===== config.mk =====
export PLATFORM = sky130hd
export DESIGN_NAME = presc_wdt_timer
export DESIGN_NICKNAME = d
export VERILOG_FILES = /design/src/rtl/ptw_pkg.sv /design/src/rtl/ptw_divider.sv /design/src/rtl/ptw_ctrl.sv /design/src/rtl/presc_wdt_timer.sv
export SDC_FILE = /design/constraint.sdc
export NUM_CORES = 1
export LEC_CHECK = 0
export BUFFER_PORTS_ARGS = -buffer_cell sky130_fd_sc_hd__buf_2
export CAP_MARGIN = 0
export CORE_MARGIN = 10
export CORE_UTILIZATION = 50
export CTS_CLUSTER_DIAMETER = 150
export DETAILED_ROUTE_END_ITERATION = 8
export PLACE_DENSITY = 0.73
export SETUP_SLACK_MARGIN = 0.2
export SLEW_MARGIN = 20
export SYNTH_ARGS = -nofsm -noshare
export SYNTH_HDL_FRONTEND = slang
export SYNTH_HIERARCHICAL = 1
export SYNTH_SLANG_ARGS = --single-unit

===== constraint.sdc =====
create_clock -name clk -period 4.9 [get_ports clk]
set_input_delay 0.735 -clock clk [delete_from_list [all_inputs] [get_ports clk]]
set_output_delay 0.735 -clock clk [all_outputs]
set_load 0.005 [all_outputs]

===== src/rtl/ptw_pkg.sv =====
`timescale 1ns/1ps
package ptw_pkg;
   localparam int MODE_IRQ_BIT  = 8;
   localparam int MODE_CONT_BIT = 10;
   localparam int MODE_RUN_BIT  = 12;
   localparam int MODE_WDOG_BIT = 15;
   localparam int KEY_LSB       = 24;
   localparam int KEY_W         = 8;

   localparam logic [1:0] ADDR_MODE   = 2'd0;
   localparam logic [1:0] ADDR_COUNT  = 2'd1;
   localparam logic [1:0] ADDR_STATUS = 2'd2;

   localparam int ST_W   = 4;
   localparam int ST_TMO = 0;
   localparam int ST_WDG = 1;
   localparam int ST_OVR = 2;

   typedef struct packed {
      logic wdog;
      logic run;
      logic cont;
      logic irq_en;
   } mode_t;
endpackage


===== src/rtl/ptw_divider.sv =====
`timescale 1ns/1ps
// Modulo counter with a limit latched on restart; used as both the
// clock divider and the period counter.
module ptw_divider #(
   parameter int W         = 16,
   parameter int ZERO_WRAP = 1
) (
   input  logic         clk,
   input  logic         rst_n,
   input  logic         restart,
   input  logic         step,
   input  logic [W-1:0] load_val,
   output logic         wrap
);
   localparam int LW = W + 1;
   localparam logic [LW-1:0] FULL = {1'b1, {W{1'b0}}};
   localparam logic [LW-1:0] ONE  = {{W{1'b0}}, 1'b1};

   logic [LW-1:0] lim_new;
   logic [LW-1:0] lim_q;
   logic [W-1:0]  cnt_q;

   generate
      if (ZERO_WRAP != 0) begin : g_zero_full
         always_comb lim_new = (load_val == '0) ? FULL : {1'b0, load_val};
      end else begin : g_zero_one
         always_comb lim_new = (load_val == '0) ? ONE : {1'b0, load_val};
      end
   endgenerate

   assign wrap = step && ({1'b0, cnt_q} == (lim_q - ONE));

   always_ff @(posedge clk or negedge rst_n) begin
      if (!rst_n) begin
         lim_q <= FULL;
         cnt_q <= '0;
      end else if (restart) begin
         lim_q <= lim_new;
         cnt_q <= '0;
      end else if (step) begin
         cnt_q <= wrap ? '0 : cnt_q + 1'b1;
      end
   end
endmodule


===== src/rtl/ptw_ctrl.sv =====
`timescale 1ns/1ps
// Register file, lock rules, key service and event flags.
module ptw_ctrl
   import ptw_pkg::*;
#(
   parameter logic [KEY_W-1:0] KEY = 8'hA5,
   parameter int               DW  = 32
) (
   input  logic            clk,
   input  logic            rst_n,
   input  logic            wr,
   input  logic [1:0]      addr,
   input  logic [DW-1:0]   wdata,
   input  logic            per_wrap,
   output mode_t           mode_q,
   output logic [DW-1:0]   count_q,
   output logic [ST_W-1:0] status_q,
   output logic            restart,
   output logic            rst_req,
   output logic            irq
);
   logic mode_wr, count_wr, stat_wr, key_hit, svc, plain_wr, expire, start;
   mode_t mode_d;
   logic [ST_W-1:0] st_set, st_clr;

   assign mode_wr  = wr && (addr == ADDR_MODE);
   assign count_wr = wr && (addr == ADDR_COUNT);
   assign stat_wr  = wr && (addr == ADDR_STATUS);
   assign key_hit  = (wdata[KEY_LSB +: KEY_W] == KEY);
   assign svc      = mode_wr && key_hit && mode_q.wdog;
   assign plain_wr = mode_wr && !key_hit;
   assign expire   = per_wrap && !svc;

   always_comb begin
      mode_d = mode_q;
      if (expire && !mode_q.cont && !mode_q.wdog)
         mode_d.run = 1'b0;
      if (plain_wr) begin
         mode_d.irq_en = wdata[MODE_IRQ_BIT];
         mode_d.cont   = wdata[MODE_CONT_BIT];
         mode_d.run    = wdata[MODE_RUN_BIT] | (mode_q.wdog & mode_q.run);
         mode_d.wdog   = wdata[MODE_WDOG_BIT] | mode_q.wdog;
      end
   end

   assign start   = !mode_q.run && mode_d.run;
   assign restart = start || svc || (expire && (mode_q.cont || mode_q.wdog));

   always_comb begin
      st_set         = '0;
      st_set[ST_TMO] = expire && !mode_q.wdog;
      st_set[ST_WDG] = expire && mode_q.wdog;
      st_set[ST_OVR] = expire && !mode_q.wdog && status_q[ST_TMO];
      st_clr         = stat_wr ? wdata[ST_W-1:0] : '0;
   end

   always_ff @(posedge clk or negedge rst_n) begin
      if (!rst_n) begin
         mode_q   <= '0;
         count_q  <= '0;
         status_q <= '0;
         rst_req  <= 1'b0;
      end else begin
         mode_q   <= mode_d;
         status_q <= (status_q & ~st_clr) | st_set;
         if (count_wr)
            count_q <= wdata;
         if (st_set[ST_WDG])
            rst_req <= 1'b1;
      end
   end

   assign irq = mode_q.irq_en && (status_q != '0);
endmodule


===== src/rtl/presc_wdt_timer.sv =====
`timescale 1ns/1ps
module presc_wdt_timer
   import ptw_pkg::*;
#(
   parameter int         PRE_W     = 16,
   parameter int         PER_W     = 16,
   parameter logic [7:0] KEY       = 8'hA5,
   parameter int         ZERO_WRAP = 1
) (
   input  logic        clk,
   input  logic        rst_n,
   input  logic        bus_wr,
   input  logic [1:0]  bus_addr,
   input  logic [31:0] bus_wdata,
   output logic [31:0] bus_rdata,
   output logic        irq,
   output logic        rst_req
);
   localparam int DW = PRE_W + PER_W;

   generate
      if (DW != 32) begin : g_bad_split
         $error("divider and period widths must fill the 32-bit count register");
      end
      if (PRE_W < 2 || PER_W < 2) begin : g_bad_width
         $error("divider and period need at least 2 bits each");
      end
   endgenerate

   mode_t           mode_q;
   logic [3:0]      mode_bits;
   logic [DW-1:0]   count_q;
   logic [ST_W-1:0] status_q;
   logic            restart, pre_tick, per_wrap;

   assign mode_bits = mode_q;

   ptw_ctrl #(.KEY(KEY), .DW(DW)) u_ctrl (
      .clk     (clk),
      .rst_n   (rst_n),
      .wr      (bus_wr),
      .addr    (bus_addr),
      .wdata   (bus_wdata),
      .per_wrap(per_wrap),
      .mode_q  (mode_q),
      .count_q (count_q),
      .status_q(status_q),
      .restart (restart),
      .rst_req (rst_req),
      .irq     (irq)
   );

   ptw_divider #(.W(PRE_W), .ZERO_WRAP(ZERO_WRAP)) u_pre (
      .clk     (clk),
      .rst_n   (rst_n),
      .restart (restart),
      .step    (mode_bits[2]),
      .load_val(count_q[DW-1:PER_W]),
      .wrap    (pre_tick)
   );

   ptw_divider #(.W(PER_W), .ZERO_WRAP(ZERO_WRAP)) u_per (
      .clk     (clk),
      .rst_n   (rst_n),
      .restart (restart),
      .step    (pre_tick),
      .load_val(count_q[PER_W-1:0]),
      .wrap    (per_wrap)
   );

   always_comb begin
      bus_rdata = '0;
      case (bus_addr)
         ADDR_MODE: begin
            bus_rdata[MODE_IRQ_BIT]  = mode_bits[0];
            bus_rdata[MODE_CONT_BIT] = mode_bits[1];
            bus_rdata[MODE_RUN_BIT]  = mode_bits[2];
            bus_rdata[MODE_WDOG_BIT] = mode_bits[3];
         end
         ADDR_COUNT:  bus_rdata = count_q;
         ADDR_STATUS: bus_rdata[ST_W-1:0] = status_q;
         default:     bus_rdata = '0;
      endcase
   end
endmodule


**Word-level counts from Yosys, hierarchy flattened**

Cells that the tools add are included.

- Bits in registers: 107
- Input port bits: 37
- Output and inout port bits: 34
- Logic and storage cells: 78

- Add/sub/neg operators: 4
- Eq/ne operators: 5
- Mux-type cells: 21
- Bitwise gates (word level): 6
- Reductions and logical operators: 31

Operator list:

| operator | count |
|---|---|
| 16-bit 2-to-1 mux | 7 |
| 16-bit by 17-bit equality test with 1-bit output | 2 |
| 17-bit 2-to-1 mux | 2 |
| 17-bit by 1-bit subtractor with 17-bit output, second input constant | 2 |
| 16-bit by 1-bit adder with 16-bit output, second input constant | 2 |
| 16-bit zero test | 2 |
| 1-bit logical AND | 17 |
| 8-bit equality test, second input constant | 1 |
| 4-bit 2-to-1 mux | 2 |
| 1-bit one-hot mux with 2 select lines | 4 |
| 4-bit one-hot mux with 2 select lines | 1 |
| 1-bit zero test | 5 |
| 4-bit AND | 1 |
| 4-bit NOT | 1 |
| 4-bit by 3-bit OR with 4-bit output | 1 |
| 2-bit nonzero test | 2 |
| 4-bit nonzero test | 1 |
| 1-bit logical OR | 3 |
| 1-bit 2-to-1 mux | 3 |
| 3-bit 2-to-1 mux | 1 |
| 2-bit by 1-bit equality test with 1-bit output, second input constant | 1 |
| 2-bit equality test, second input constant | 1 |
| 2-bit zero test | 1 |
| 2-bit 2-to-1 mux | 1 |
| 2 further kinds | 3 |

**Depth between registers and ports, before layout**

Gate-level depths: netlist of run 1.

- Depth after elaboration: 14
- Depth in mapped cells: 19
- Gate-level depth less buffers: 18

**By module**

The synthesis of run 1 kept the hierarchy.

By module, submodules not included:

| module | instances | cells each | area each (µm²) |
|---|---|---|---|
| ptw_divider | 2 | 220 | 2,097.0 |
| ptw_ctrl | 1 | 108 | 1,634.1 |
| presc_wdt_timer | 1 | 44 | 316.6 |

**Worst setup path before layout of run 1**

Ideal clock, no wire load.

- Path type: reg2reg
- From: reg u_pre.lim_q[0]
- To: reg u_per.lim_q[10]
- Setup time: 0.068 ns
- Arrival time: 4.616 ns
- Slack: 0.216 ns
- Stages on the path, launching flop included: 19
- Path buffers: 1
- Cell sequence: dfrtp_1 -> inv_1 -> ha_1 -> or3b_2 -> or3_1 -> xnor2_1 -> a2111oi_2 -> o2111ai_2 -> inv_1 -> nand4_1 -> a2111oi_2 -> o2111ai_2 -> inv_1 -> o21ai_0 -> nand3b_1 -> clkbuf_1 -> clkinv_1 -> a41oi_1 -> a22o_1

- Word-level cells in the longest chain between the ends: 12

RTL lines:

| item | line | source |
|---|---|---|
| start: declaration | ptw_divider.sv:20 | `logic [LW-1:0] lim_q;` |
| start signal: assignment | ptw_divider.sv:38 | `lim_q <= lim_new;` |
| 17-bit by 1-bit subtractor with 17-bit output * | ptw_divider.sv:31 | `assign wrap = step && ({1'b0, cnt_q} == (lim_q - ONE));` |
| 16-bit by 17-bit equality test with 1-bit output * | ptw_divider.sv:31 |  |
| 1-bit logical AND * | ptw_divider.sv:31 |  |
| named net pre_tick | presc_wdt_timer.sv:34 | `logic restart, pre_tick, per_wrap;` |
| 1-bit logical AND * | ptw_divider.sv:31 |  |
| named net per_wrap | presc_wdt_timer.sv:34 |  |
| 1-bit logical AND * | ptw_ctrl.sv:32 | `assign expire = per_wrap && !svc;` |
| 1-bit logical AND (2 in a row) | ptw_ctrl.sv:36 | `if (expire && !mode_q.cont && !mode_q.wdog)` |
| 1-bit 2-to-1 mux | ptw_ctrl.sv:36 |  |
| 3-bit 2-to-1 mux | ptw_ctrl.sv:38 | `if (plain_wr) begin` |
| 1-bit logical AND | ptw_ctrl.sv:46 | `assign start = !mode_q.run && mode_d.run;` |
| 1-bit logical OR | ptw_ctrl.sv:47 | `assign restart = start \|\| svc \|\| (expire && (mode_q.cont \|\| mode_q.wdog));` |
| 1-bit logical OR * | ptw_ctrl.sv:47 |  |
| named net restart | presc_wdt_timer.sv:34 |  |
| end signal: assignment | ptw_divider.sv:38 |  |
| end: declaration | ptw_divider.sv:20 |  |

Mark *: on every way through the listed nets, which the timed path passes. The rest lies on a longest branch.
A chain may end at the register's enable or synchronous reset.

**Final worst setup path of run 1**

- From: reg u_pre.lim_q[0]
- To: reg u_pre.lim_q[6]

- Word-level cells in the longest chain between the ends: 12

RTL lines:

| item | line |
|---|---|
| 17-bit by 1-bit subtractor with 17-bit output * | ptw_divider.sv:31 |
| 16-bit by 17-bit equality test with 1-bit output * | ptw_divider.sv:31 |
| 1-bit logical AND * | ptw_divider.sv:31 |
| named net pre_tick | presc_wdt_timer.sv:34 |
| 1-bit logical AND * | ptw_divider.sv:31 |
| named net per_wrap | presc_wdt_timer.sv:34 |
| 1-bit logical AND * | ptw_ctrl.sv:32 |
| 1-bit logical AND (2 in a row) | ptw_ctrl.sv:36 |
| 1-bit 2-to-1 mux | ptw_ctrl.sv:36 |
| 3-bit 2-to-1 mux | ptw_ctrl.sv:38 |
| 1-bit logical AND | ptw_ctrl.sv:46 |
| 1-bit logical OR | ptw_ctrl.sv:47 |
| 1-bit logical OR * | ptw_ctrl.sv:47 |
| named net restart | presc_wdt_timer.sv:34 |

Marks and branches as above.

==> flow_metrics.py, run 1 <==
metrics = {
    "sta": {
        "setup_viol": 0,
        "final.period_utilization_pct": 89.5,
        "min_period_ns": 4.38,
        "fin_worst_skew_ns": 0.00724,
        "hold_viol_final": 0,
        "rsz0062_at_grt": "no",
        "max_freq_mhz": 228,
        "drv_slew": 0,
        "setup_tns_ns": 0,
        "max_slew.worst_pin.slew_ns": 0.897,
        "relSlewSlack_pct": 40.2,
    },
    "clock_network": {
        "clockRootBuffer": "clkbuf_16",
        "cts_tree": "built",
        "clockBufferDepth": 2,
        "cts-htree-levels": 3,
        "clock_sinks": 107,
        "numCtsBuffers": 9,
        "insertion_delay_ns": 0.35,
        "clk_pin_slew_ns": 0.07,
        "cts.hold.buffers_added": 0,
    },
    "synthesis": {
        "synth_top_cell_area_share_pct": 42.8,
        "ys_seq_area_share_pct": 43.6,
        "ys_top_cells_by_count": "dfrtp_1, xor2_1, nor2_1",
        "async_flop_share_pct": 100,
        "syn_avg_cell_area_um2": 10.4,
        "synth-seq-cells": 107,
        "synth-main-ff-cell": "dfrtp_1",
        "syn_area_mm2": 0.00614,
        "syn_inst": 592,
        "synth_edf_count": 0,
        "yosys-top-cells-area": "dfrtp_1, mux2_2, xor2_1",
        "synth.distinct_cells": 60,
        "synth_most_common_cell": "dfrtp_1",
        "syn_nets": 636,
        "synth_top_cell_by_area": "dfrtp_1",
        "ys_warn_count": 6,
    },
    "power": {
        "p_switching_w": 0.00126,
        "power_leakage_nw": 3.15,
        "powerDensity_mw_per_mm2": 482,
        "switching_share_pct": 37.6,
        "power_frac_comb_pct": 35.1,
        "ir_drop_mv": 0.240,
        "internal-power_w": 0.00210,
        "power_frac_seq_pct": 41.5,
        "clkPwrFrac_pct": 23.4,
        "power_w": 0.00336,
    },
    "finish": {
        "fin_nets": 704,
        "diodes": 0,
        "layout-drive-gt1-share_pct": 25.3,
        "multi_input_area_mm2": 0.00325,
        "fin_cells": 811,
        "areaGrowthSynthToFinish_pct": 13.4,
        "ff_latch_area_mm2": 0.00268,
        "fillers": 1011,
    },
    "floorplanning": {
        "design.core.area_mm2": 0.0120,
        "die_area_mm2": 0.0171,
        "fp.dieH_um": 131,
        "ios": 71,
        "rows": 40,
        "start_util_pct": 51.2,
        "die_w_um": 131,
    },
    "detailed_routing": {
        "drc_errors": 0,
        "routed-wl-met3_um": 562,
        "routed_wl_um": 14300,
        "m1WireLength_um": 6870,
        "drt-initial-drc-count": 239,
        "avgRoutedWirePerCell_um": 17.7,
        "postRouteAntennaNets": 0,
        "highest_layer": "met4",
        "routed_via_density": 5.84,
        "dr_total_vias": 4737,
        "wl_met2_um": 6550,
        "drt_pass1_iterations": 4,
    },
    "flow_run": {
        "max_cap_viol_count": 0,
    },
    "setup_path": {
        "max_stage_delay_ns": 0.49,
        "timing.rr.start": "u_pre/lim_q[0]$_DFFE_PN0P_",
        "crit_type": "flop to flop",
        "cp_num_cells": 18,
        "critPathTopFamily": "compound AO/OA/AOI/OAI gates",
        "crit_chain": "inv_1 > ha_2 > or3b_2 > or3_1 > xnor2_1 > a2111oi_2 > o2111ai_2 > inv_1 > nand4_1 > a2111oi_4 > o2111ai_2 > inv_1 > o21ai_0 > nand3b_1 > clkinv_1 > a41oi_2 > buf_6 > a22o_1",
        "critical-path-slowest-cell": "or3b_2",
        "worstSetupStartpointType": "flop",
        "reg2reg_slack_ns": 0.52,
        "path_buf_inv": 5,
        "arrival_ns": 4.67,
        "cp_max_fo": 8,
        "path_common_cell": "inv_1",
        "end_kind": "flop",
        "required_ns": 5.19,
        "r2r-end": "u_pre/lim_q[6]$_DFFE_PN0P_",
        "r2r.worst_path.cells": 18,
    },
    "placed_design": {
        "hpwl_um": 10600,
        "gp_routability_congestion": 0.888,
        "port_buffers": 70,
        "place_inst": 794,
    },
    "grt": {
        "grt_first_pass_wirelength_um": 24000,
        "grt_overflow_total": 0,
        "grt_antenna_before_repair": 0,
        "grt_pass1_vias": 4700,
        "grt.total_usage_pct": 17.5,
        "grt_max_degree": 67,
    },
    "worst_hold_path": {
        "hold_path.class": "flop to flop",
        "min_from": "u_ctrl/rst_req$_DFFE_PN0P_",
        "holdPathStages": 1,
        "holdPathEnd": "u_ctrl/rst_req$_DFFE_PN0P_",
    },
    "run_status": {
        "status": "finished clean",
    },
}
## cell usage in the layout, fill, tap and decap left out, types with 12 or more instances in the layout
master,instances
xnor2_1,20
inv_1,18
nand2_1,37
nand4_1,13
o21ai_0,24
nor4_1,16
mux2_2,37
buf_2,69
and2_1,20
nor2_1,39
buf_4,13
xor2_1,42
a22o_1,17
dfrtp_1,105
nand3_1,12
## sequential cells by signal (all words and copies together) (netlist names)
| register | count |
|---|---|
| u_pre/lim_q | 17 |
| u_ctrl/mode_q | 4 |
| u_pre/cnt_q | 16 |
| u_ctrl/count_q | 32 |
| u_ctrl/status_q | 4 |
| u_ctrl/rst_req | 1 |
| u_per/lim_q | 17 |
| u_per/cnt_q | 16 |
## timing repair
item / CTS / global route
endpoints found under the setup margin: 8 / 45
pin swaps: 2 / 3
setup buffers: 1 / 1
gates resized for setup: 0 / 5
## per-layer routing
layer	track usage, %	up-vias
met5	0	-
met4	7.72	0
met3	2.90	24
met2	25.9	109
met1	24.6	2317
li1	-	2287
## worst max path at each step
stage          slack [ns]                  startpoint                     endpoint
3_3_place_gp         0.54  u_pre/lim_q[0]$_DFFE_PN0P_   u_per/lim_q[6]$_DFFE_PN0P_
6_report             0.52  u_pre/lim_q[0]$_DFFE_PN0P_   u_pre/lim_q[6]$_DFFE_PN0P_
5_1_grt              0.21  u_pre/lim_q[0]$_DFFE_PN0P_  u_per/lim_q[15]$_DFFE_PN0P_
4_1_cts              0.36  u_pre/lim_q[0]$_DFFE_PN0P_   u_pre/lim_q[6]$_DFFE_PN0P_
3_5_place_dp         0.27  u_pre/lim_q[0]$_DFFE_PN0P_  u_pre/lim_q[15]$_DFFE_PN0P_
2_1_floorplan        0.22  u_pre/lim_q[0]$_DFFE_PN0P_  u_per/lim_q[10]$_DFFE_PN0P_
## power groups by stage
| stage | combinational [W] | sequential [W] | clock (W) |
|---|---|---|---|
| 6_report | 0.00118 | 0.00139 | 0.000785 |
| 5_1_grt | 0.00131 | 0.00143 | 0.000838 |
| 4_1_cts | 0.00117 | 0.00139 | 0.000800 |
| 3_5_place_dp | 0.00116 | 0.00140 | 0 |
| 3_3_place_gp | 0.00114 | 0.00139 | 0 |
| 2_1_floorplan | 0.00101 | 0.00128 | 0 |
## cell type report
class                      instances  area share [%]
multi-input combinational        439            46.7
sequential                       107            38.5
timing repair buffer              83            6.52
clock buffer                       9            3.23
tap                              147            2.64
clock inverter                     6            1.40
inverter                          20            1.08
## stage by stage
step                worst slack, ns  hold slack, ns  instance area [µm²]  util, %
global placement              0.543           0.448                 6600     54.9
global route                  0.213           0.504                 6970     58.0
finish                        0.515           0.474                 6970     58.0
CTS                           0.360           0.475                 6930     57.7
floorplan                     0.216           0.439                 6140        -
detailed placement            0.268           0.455                 6600     54.9
## logic make-up (layout without fill, tap and decap cells)
family                   Yosys count  count (layout)  share of synthesized area, %
AND/OR/NAND/NOR                  231             231                          22.4
buffers and inverters             46             118                          3.93
flip-flops                       107             107                          43.6
multiplexers                      42              42                          7.64
adder cells (fa/ha/maj)            7               7                          1.43
XOR/XNOR                          62              62                          8.84
AO/OA/AOI/OAI                     97              97                          12.1
No activity file was read; power rests on OpenSTA's default activity.
==> run 2, diff against run 1 <==
--- a/config.mk
+++ b/config.mk
@@ -5,13 +5,14 @@
 export SDC_FILE = /design/constraint.sdc
 export NUM_CORES = 1
 export LEC_CHECK = 0
+export ABC_AREA = 1
 export BUFFER_PORTS_ARGS = -buffer_cell sky130_fd_sc_hd__buf_2
 export CAP_MARGIN = 0
 export CORE_MARGIN = 10
 export CORE_UTILIZATION = 50
 export CTS_CLUSTER_DIAMETER = 150
 export DETAILED_ROUTE_END_ITERATION = 8
-export PLACE_DENSITY = 0.73
+export PLACE_DENSITY = 0.72
 export SETUP_SLACK_MARGIN = 0.2
 export SLEW_MARGIN = 20
 export SYNTH_ARGS = -nofsm -noshare
==> run 2 against run 1 <==
Net effect:
- clock power decreased by 1%
- synthesized cell count rose by 64%
- combinational power down 4%
- final cell count rose by 50%
- routed wire length increased by 14%
- die area is 12% higher
- flip-flop and latch count is the same
- worst setup slack better by 0.18 ns
- non-clock buffer count fell by 8
- largest cell class unchanged
- largest power group unchanged
==> flow_metrics.py, run 2 <==
metrics = {
    "setup_path": {
        "required_ns": 5.14,
        "cp_max_fo": 17,
        "worstSetupStartpointType": "flop",
        "end_kind": "flop",
        "arrival_ns": 4.45,
        "r2r.worst_path.cells": 27,
        "crit_type": "flop to flop",
        "timing.rr.start": "u_pre/lim_q[0]$_DFFE_PN0P_",
        "r2r-end": "u_per/cnt_q[10]$_DFFE_PN0P_",
        "reg2reg_slack_ns": 0.69,
    },
    "sta": {
        "fin_worst_skew_ns": 0.0132,
        "whs_ns": 0.475,
        "rsz0062_at_grt": "no",
        "setup_viol": 0,
        "setup_slack_ns": 0.694,
        "min_period_ns": 4.21,
        "max_freq_mhz": 238,
        "max_slew.worst_pin.slew_ns": 1.04,
        "drv_slew": 0,
        "hold_viol_final": 0,
        "setup_tns_ns": 0,
        "relSlewSlack_pct": 30.6,
        "final.period_utilization_pct": 85.8,
    },
    "finish": {
        "diodes": 0,
        "fin_nets": 1078,
        "largest_reg_flops": 32,
        "final_common_cell": "nand2_1",
        "largest_register": "u_ctrl/count_q",
        "layout-drive-gt1-share_pct": 19.8,
        "areaGrowthSynthToFinish_pct": 11.1,
        "most-common-layout-cells": "nand2_1, inv_1, dfrtp_1, nor2_1, buf_2",
        "reg_top3": "u_ctrl/count_q x32, u_per/lim_q x17, u_pre/lim_q x17",
    },
    "clock_network": {
        "clk_pin_slew_ns": 0.07,
        "cts.hold.buffers_added": 0,
        "insertion_delay_ns": 0.36,
        "clockBufferDepth": 2,
        "clockRootBuffer": "clkbuf_16",
        "numCtsBuffers": 9,
        "cts_tree": "built",
        "clock_sinks": 107,
        "cts-htree-levels": 3,
        "post_cts_resized": 0,
        "cts_setup_buffers": 0,
    },
    "synthesis": {
        "syn_area_mm2": 0.00702,
        "ys_seq_area_share_pct": 38.2,
        "synth_edf_count": 0,
        "synth-seq-cells": 107,
        "async_flop_share_pct": 100,
        "syn_nets": 1017,
        "synth-main-ff-cell": "dfrtp_1",
        "yosys-top-cells-area": "dfrtp_1, nand2_1, inv_1",
        "synth_top_cell_area_share_pct": 37.4,
        "syn_inst": 973,
        "ys_warn_count": 6,
        "syn_avg_cell_area_um2": 7.21,
        "synth.distinct_cells": 34,
        "synth_top_cell_by_area": "dfrtp_1",
        "synth_most_common_cell": "nand2_1",
        "ys_top_cells_by_count": "nand2_1, inv_1, dfrtp_1",
    },
    "power": {
        "powerDensity_mw_per_mm2": 411,
        "power_leakage_nw": 4.44,
        "ir_drop_mv": 0.256,
    },
    "floorplanning": {
        "fp.dieH_um": 138,
        "rows": 43,
        "ios": 71,
        "die_area_mm2": 0.0192,
        "die_w_um": 138,
        "design.core.area_mm2": 0.0138,
        "start_util_pct": 50.8,
    },
    "grt": {
        "grt_pass1_vias": 5681,
        "grt_overflow_total": 0,
        "grt_first_pass_wirelength_um": 27500,
        "grt.total_usage_pct": 16.8,
        "grt_max_degree": 74,
        "grt_antenna_before_repair": 0,
    },
    "placed_design": {
        "port_buffers": 70,
        "hpwl_um": 12200,
        "pre_cts_ws_ns": 0.579,
        "gp_routability_congestion": 0.936,
    },
    "detailed_routing": {
        "routed_wl_um": 16300,
        "dr_total_vias": 6001,
        "avgRoutedWirePerCell_um": 13.4,
        "drt-initial-drc-count": 478,
        "routed_via_density": 4.92,
        "drt_pass1_iterations": 5,
        "drc_errors": 0,
        "postRouteAntennaNets": 0,
    },
    "worst_hold_path": {
        "hold_path.class": "flop to flop",
        "holdPathStages": 2,
        "min_from": "u_ctrl/rst_req$_DFFE_PN0P_",
        "holdPathEnd": "u_ctrl/rst_req$_DFFE_PN0P_",
    },
    "run_status": {
        "status": "finished clean",
    },
    "flow_run": {
        "max_cap_viol_count": 0,
    },
}
## run 2: changes by cell type in the layout (fill, tap and decap cells not counted), moves of 15 or more
cell / change
nand3_1: +45
xor2_1: -18
nor2_2: +15
and2_1: -20
nand3_2: +20
mux2_2: -37
inv_1: +115
a22o_1: -17
nand2_1: +305
nor2_1: +32
o21ai_2: +33
## run 2: routing by layer
layer	GRT usage, %	share of wire [%]	wire length [µm]	up-vias
li1	-	-	-	3120
met4	5.11	1.4	228	0
met3	3.53	5.8	951	14
met1	23.5	49	8050	2716
met5	0	0	0	-
met2	25.2	43	7070	151
## run 2: worst max-delay path by stage
| stage | startpoint | end | slack (ns) |
|---|---|---|---|
| after CTS | u_pre/lim_q[0]$_DFFE_PN0P_ | u_pre/cnt_q[1]$_DFFE_PN0P_ | 0.58 |
| after global routing | u_pre/lim_q[1]$_DFFE_PN0P_ | u_per/cnt_q[10]$_DFFE_PN0P_ | 0.27 |
| final | u_pre/lim_q[0]$_DFFE_PN0P_ | u_per/cnt_q[10]$_DFFE_PN0P_ | 0.69 |
| after floorplan | u_pre/lim_q[0]$_DFFE_PN0P_ | u_per/cnt_q[13]$_DFFE_PN0P_ | 1.08 |
| after detailed placement | u_pre/lim_q[0]$_DFFE_PN0P_ | u_pre/cnt_q[1]$_DFFE_PN0P_ | 0.58 |
| after global placement | u_pre/lim_q[0]$_DFFE_PN0P_ | u_pre/cnt_q[1]$_DFFE_PN0P_ | 0.66 |
## run 2: per-stage QoR
step           instances  power, W  cell area [µm²]  util (%)
2_1_floorplan        973   0.00215             7020         -
3_3_place_gp        1202   0.00243             7460      54.0
3_5_place_dp        1203   0.00244             7480      54.1
4_1_cts             1219   0.00323             7800      56.4
5_1_grt             1219   0.00346             7800      56.4
6_report            1219   0.00321             7800      56.4
## run 2: final cells by class
type | instances | area, µm²
Clock buffer | 10 | 239
Clock inverter | 6 | 78.8
Fill cell | 1284 | 6030
Inverter | 147 | 552
Multi-Input combinational cell | 694 | 3630
Sequential cell | 107 | 2680
Tap cell | 180 | 225
Timing Repair Buffer | 75 | 398
## run 2: cells by family (layout without fill, tap and decap cells)
logic type | count (synthesis) | count (layout) | synth area share, %
compound gates | 89 | 89 | 8.36
xor+xnor | 40 | 40 | 5.38
fa+ha+maj | 7 | 7 | 1.25
buf+inv | 172 | 238 | 10.2
flops | 107 | 107 | 38.2
simple gates | 558 | 558 | 36.6
## run 2: power breakdown
group	internal, W	switching (W)
logic	0.000418	0.000713
clock network	0.000423	0.000354
registers	0.00106	0.000244
total	0.00190	0.00131
## run 2: worst max-delay path, cell delays in order (launching register included)
cell	delay, ns
dfrtp_1	0.39
inv_2	0.09
ha_1	0.22
nand2_4	0.12
o21ai_1	0.23
nand3_1	0.10
nand2_1	0.09
nor2_1	0.05
nand2_1	0.09
nor2_4	0.04
nand2_4	0.18
inv_1	0.08
nand3_1	0.09
nor2_1	0.04
o21ai_0	0.07
nor2_1	0.07
nand3_2	0.09
nor2_4	0.04
nand2_4	0.20
inv_1	0.13
o21a_1	0.12
a21oi_1	0.15
nand2_2	0.12
nor2_1	0.81
nor2_1	0.07
buf_4	0.24
nand3_1	0.10
nand2_1	0.06
==> run 3, diff against run 2 <==
--- a/config.mk
+++ b/config.mk
@@ -9,10 +9,10 @@
 export BUFFER_PORTS_ARGS = -buffer_cell sky130_fd_sc_hd__buf_2
 export CAP_MARGIN = 0
 export CORE_MARGIN = 10
-export CORE_UTILIZATION = 50
+export CORE_UTILIZATION = 54
 export CTS_CLUSTER_DIAMETER = 150
 export DETAILED_ROUTE_END_ITERATION = 8
-export PLACE_DENSITY = 0.72
+export PLACE_DENSITY = 0.77
 export SETUP_SLACK_MARGIN = 0.2
 export SLEW_MARGIN = 20
 export SYNTH_ARGS = -nofsm -noshare
==> run 3 against run 2 <==
Net effect:
- count of clock-buffer cells in the layout down 1
- sequential power about the same
- die area fell by 6.4%
- first-iteration DRC count fell by 11%
- global-route usage grew 1.2 points
- via count increased by 0.73%
- combinational power about the same
- sequential share of layout area increased by 0.088 points
- worst setup slack worse by 0.021 ns
- register-to-register slack got worse by 0.02 ns
- routed wire length is 3.5% lower
- largest cell class unchanged
- largest power group unchanged
==> flow_metrics.py, run 3 (same netlist as run 2, synthesis figures left out) <==
metrics = {
    "setup_path": {
        "critical-path-slowest-cell": "buf_4",
        "path_common_cell": "nor2_1",
        "end_kind": "flop",
        "cp_max_fo": 54,
        "path_buf_inv": 5,
        "cp_num_cells": 26,
        "max_stage_delay_ns": 0.45,
        "arrival_ns": 4.51,
        "critPathTopFamily": "simple AND/OR/NAND/NOR gates",
        "required_ns": 5.18,
        "crit_type": "flop to flop",
        "worstSetupStartpointType": "flop",
        "r2r.worst_path.cells": 26,
    },
    "detailed_routing": {
        "dr_total_vias": 6045,
        "routed_via_density": 5.00,
        "drt_pass1_iterations": 5,
        "routed_wl_um": 15700,
        "drt-initial-drc-count": 424,
        "postRouteAntennaNets": 0,
        "avgRoutedWirePerCell_um": 13.0,
        "drc_errors": 0,
    },
    "clock_network": {
        "numCtsBuffers": 9,
        "clockRootBuffer": "clkbuf_16",
        "insertion_delay_ns": 0.36,
        "cts_tree": "built",
        "clockBufferDepth": 2,
        "clock_sinks": 107,
        "cts.hold.buffers_added": 0,
        "cts-htree-levels": 3,
        "clk_pin_slew_ns": 0.07,
    },
    "placed_design": {
        "placedInstanceArea_mm2": 0.00745,
        "gp_routability_congestion": 0.848,
        "port_buffers": 70,
        "hpwl_um": 11800,
    },
    "floorplanning": {
        "ios": 71,
        "rows": 41,
        "die_w_um": 134,
        "start_util_pct": 55.4,
        "die_area_mm2": 0.0180,
        "fp.dieH_um": 134,
        "design.core.area_mm2": 0.0127,
    },
    "finish": {
        "reg_top3": "u_ctrl/count_q x32, u_per/lim_q x17, u_pre/lim_q x17",
        "largest_reg_flops": 32,
        "fillers": 1134,
        "largest_register": "u_ctrl/count_q",
        "fin_nets": 1077,
        "final_common_cell": "nand2_1",
        "diodes": 0,
        "layout-drive-gt1-share_pct": 19.8,
        "areaGrowthSynthToFinish_pct": 10.8,
        "finalInstanceArea_mm2": 0.00778,
        "most-common-layout-cells": "nand2_1, inv_1, dfrtp_1, nor2_1, buf_2",
    },
    "sta": {
        "max_freq_mhz": 237,
        "setup_tns_ns": 0,
        "final.period_utilization_pct": 86.3,
        "max_slew.worst_pin.slew_ns": 0.870,
        "relSlewSlack_pct": 42.0,
        "hold_viol_final": 0,
        "setup_viol": 0,
        "rsz0062_at_grt": "yes",
        "fin_worst_skew_ns": 0.00758,
        "drv_slew": 0,
        "min_period_ns": 4.23,
    },
    "grt": {
        "grt_max_degree": 71,
        "grt_first_pass_wirelength_um": 27200,
        "grt.total_usage_pct": 17.9,
        "grt_pass1_vias": 5767,
        "grt_antenna_before_repair": 0,
        "grt_overflow_total": 0,
    },
    "run_status": {
        "status": "finished clean",
    },
    "flow_run": {
        "max_cap_viol_count": 0,
    },
    "power": {
        "ir_drop_mv": 0.216,
        "power_leakage_nw": 4.43,
        "powerDensity_mw_per_mm2": 413,
    },
    "worst_hold_path": {
        "hold_path.class": "primary input to asynchronous set/reset pin",
    },
}
[run 3: cell count changes in the layout (fill, tap and decap cells not counted), sizes merged]
cell,delta
clkbuf,-1
buf,-1
bufinv,+1
clkinv,-1
[run 3: what timing repair did]
action,4_1_cts,5_1_grt
setup endpoints to repair,0,16
gates resized for setup,0,1
buffers inserted,0,0
hold endpoints to repair,0,0
[run 3: power by group]
part	total, W	switching (W)	leakage [nW]	internal [W]
combinational	0.00113	0.000708	2.90	0.000417
clock	0.000794	0.000341	0.157	0.000453
sequential	0.00129	0.000236	1.37	0.00106
total	0.00321	0.00129	4.43	0.00193
[run 3: final timing paths]
check | start | end | slack, ns
setup / recovery | u_pre/lim_q[0]$_DFFE_PN0P_ | u_pre/lim_q[16]$_DFFE_PN1P_ | 0.67
hold / removal | rst_n | u_ctrl/count_q[22]$_DFFE_PN0P_ | 0.49
setup reg to reg | u_pre/lim_q[0]$_DFFE_PN0P_ | u_pre/lim_q[16]$_DFFE_PN1P_ | 0.67
hold reg to reg | u_ctrl/rst_req$_DFFE_PN0P_ | u_ctrl/rst_req$_DFFE_PN0P_ | 0.49
max in group asynchronous | rst_n | u_per/lim_q[16]$_DFFE_PN1P_ | 3.36
min in group clk | u_ctrl/rst_req$_DFFE_PN0P_ | u_ctrl/rst_req$_DFFE_PN0P_ | 0.49
[run 3: cell type report]
class	count	area, µm²	share of cell area (%)
Clock inverter	6	95.1	1.22
Multi-Input combinational cell	694	3630	46.7
Inverter	147	552	7.09
Timing Repair Buffer	74	383	4.92
Sequential cell	107	2680	34.4
Clock buffer	9	225	2.89
Tap cell	172	215	2.77
[run 3: stage by stage]
| stage | cells | setup slack, ns | utilization [%] | total power (W) | hold slack (ns) |
|---|---|---|---|---|---|
| after floorplan | 973 | 1.08 | - | 0.00215 | 0.439 |
| after global placement | 1194 | 0.766 | 58.8 | 0.00240 | 0.444 |
| after detailed placement | 1194 | 0.612 | 58.8 | 0.00242 | 0.463 |
| after CTS | 1209 | 0.611 | 61.4 | 0.00322 | 0.487 |
| after global routing | 1209 | 0.196 | 61.4 | 0.00346 | 0.518 |
| final | 1209 | 0.673 | 61.4 | 0.00321 | 0.492 |
[run 3: layer usage]
layer | up-vias | global-route usage [%] | share of wire, %
met2 | 179 | 26.3 | 43
li1 | 3121 | - | -
met5 | - | 0 | 0
met3 | 11 | 3.58 | 7.1
met4 | 0 | 5.32 | 1.2
met1 | 2734 | 26.0 | 49
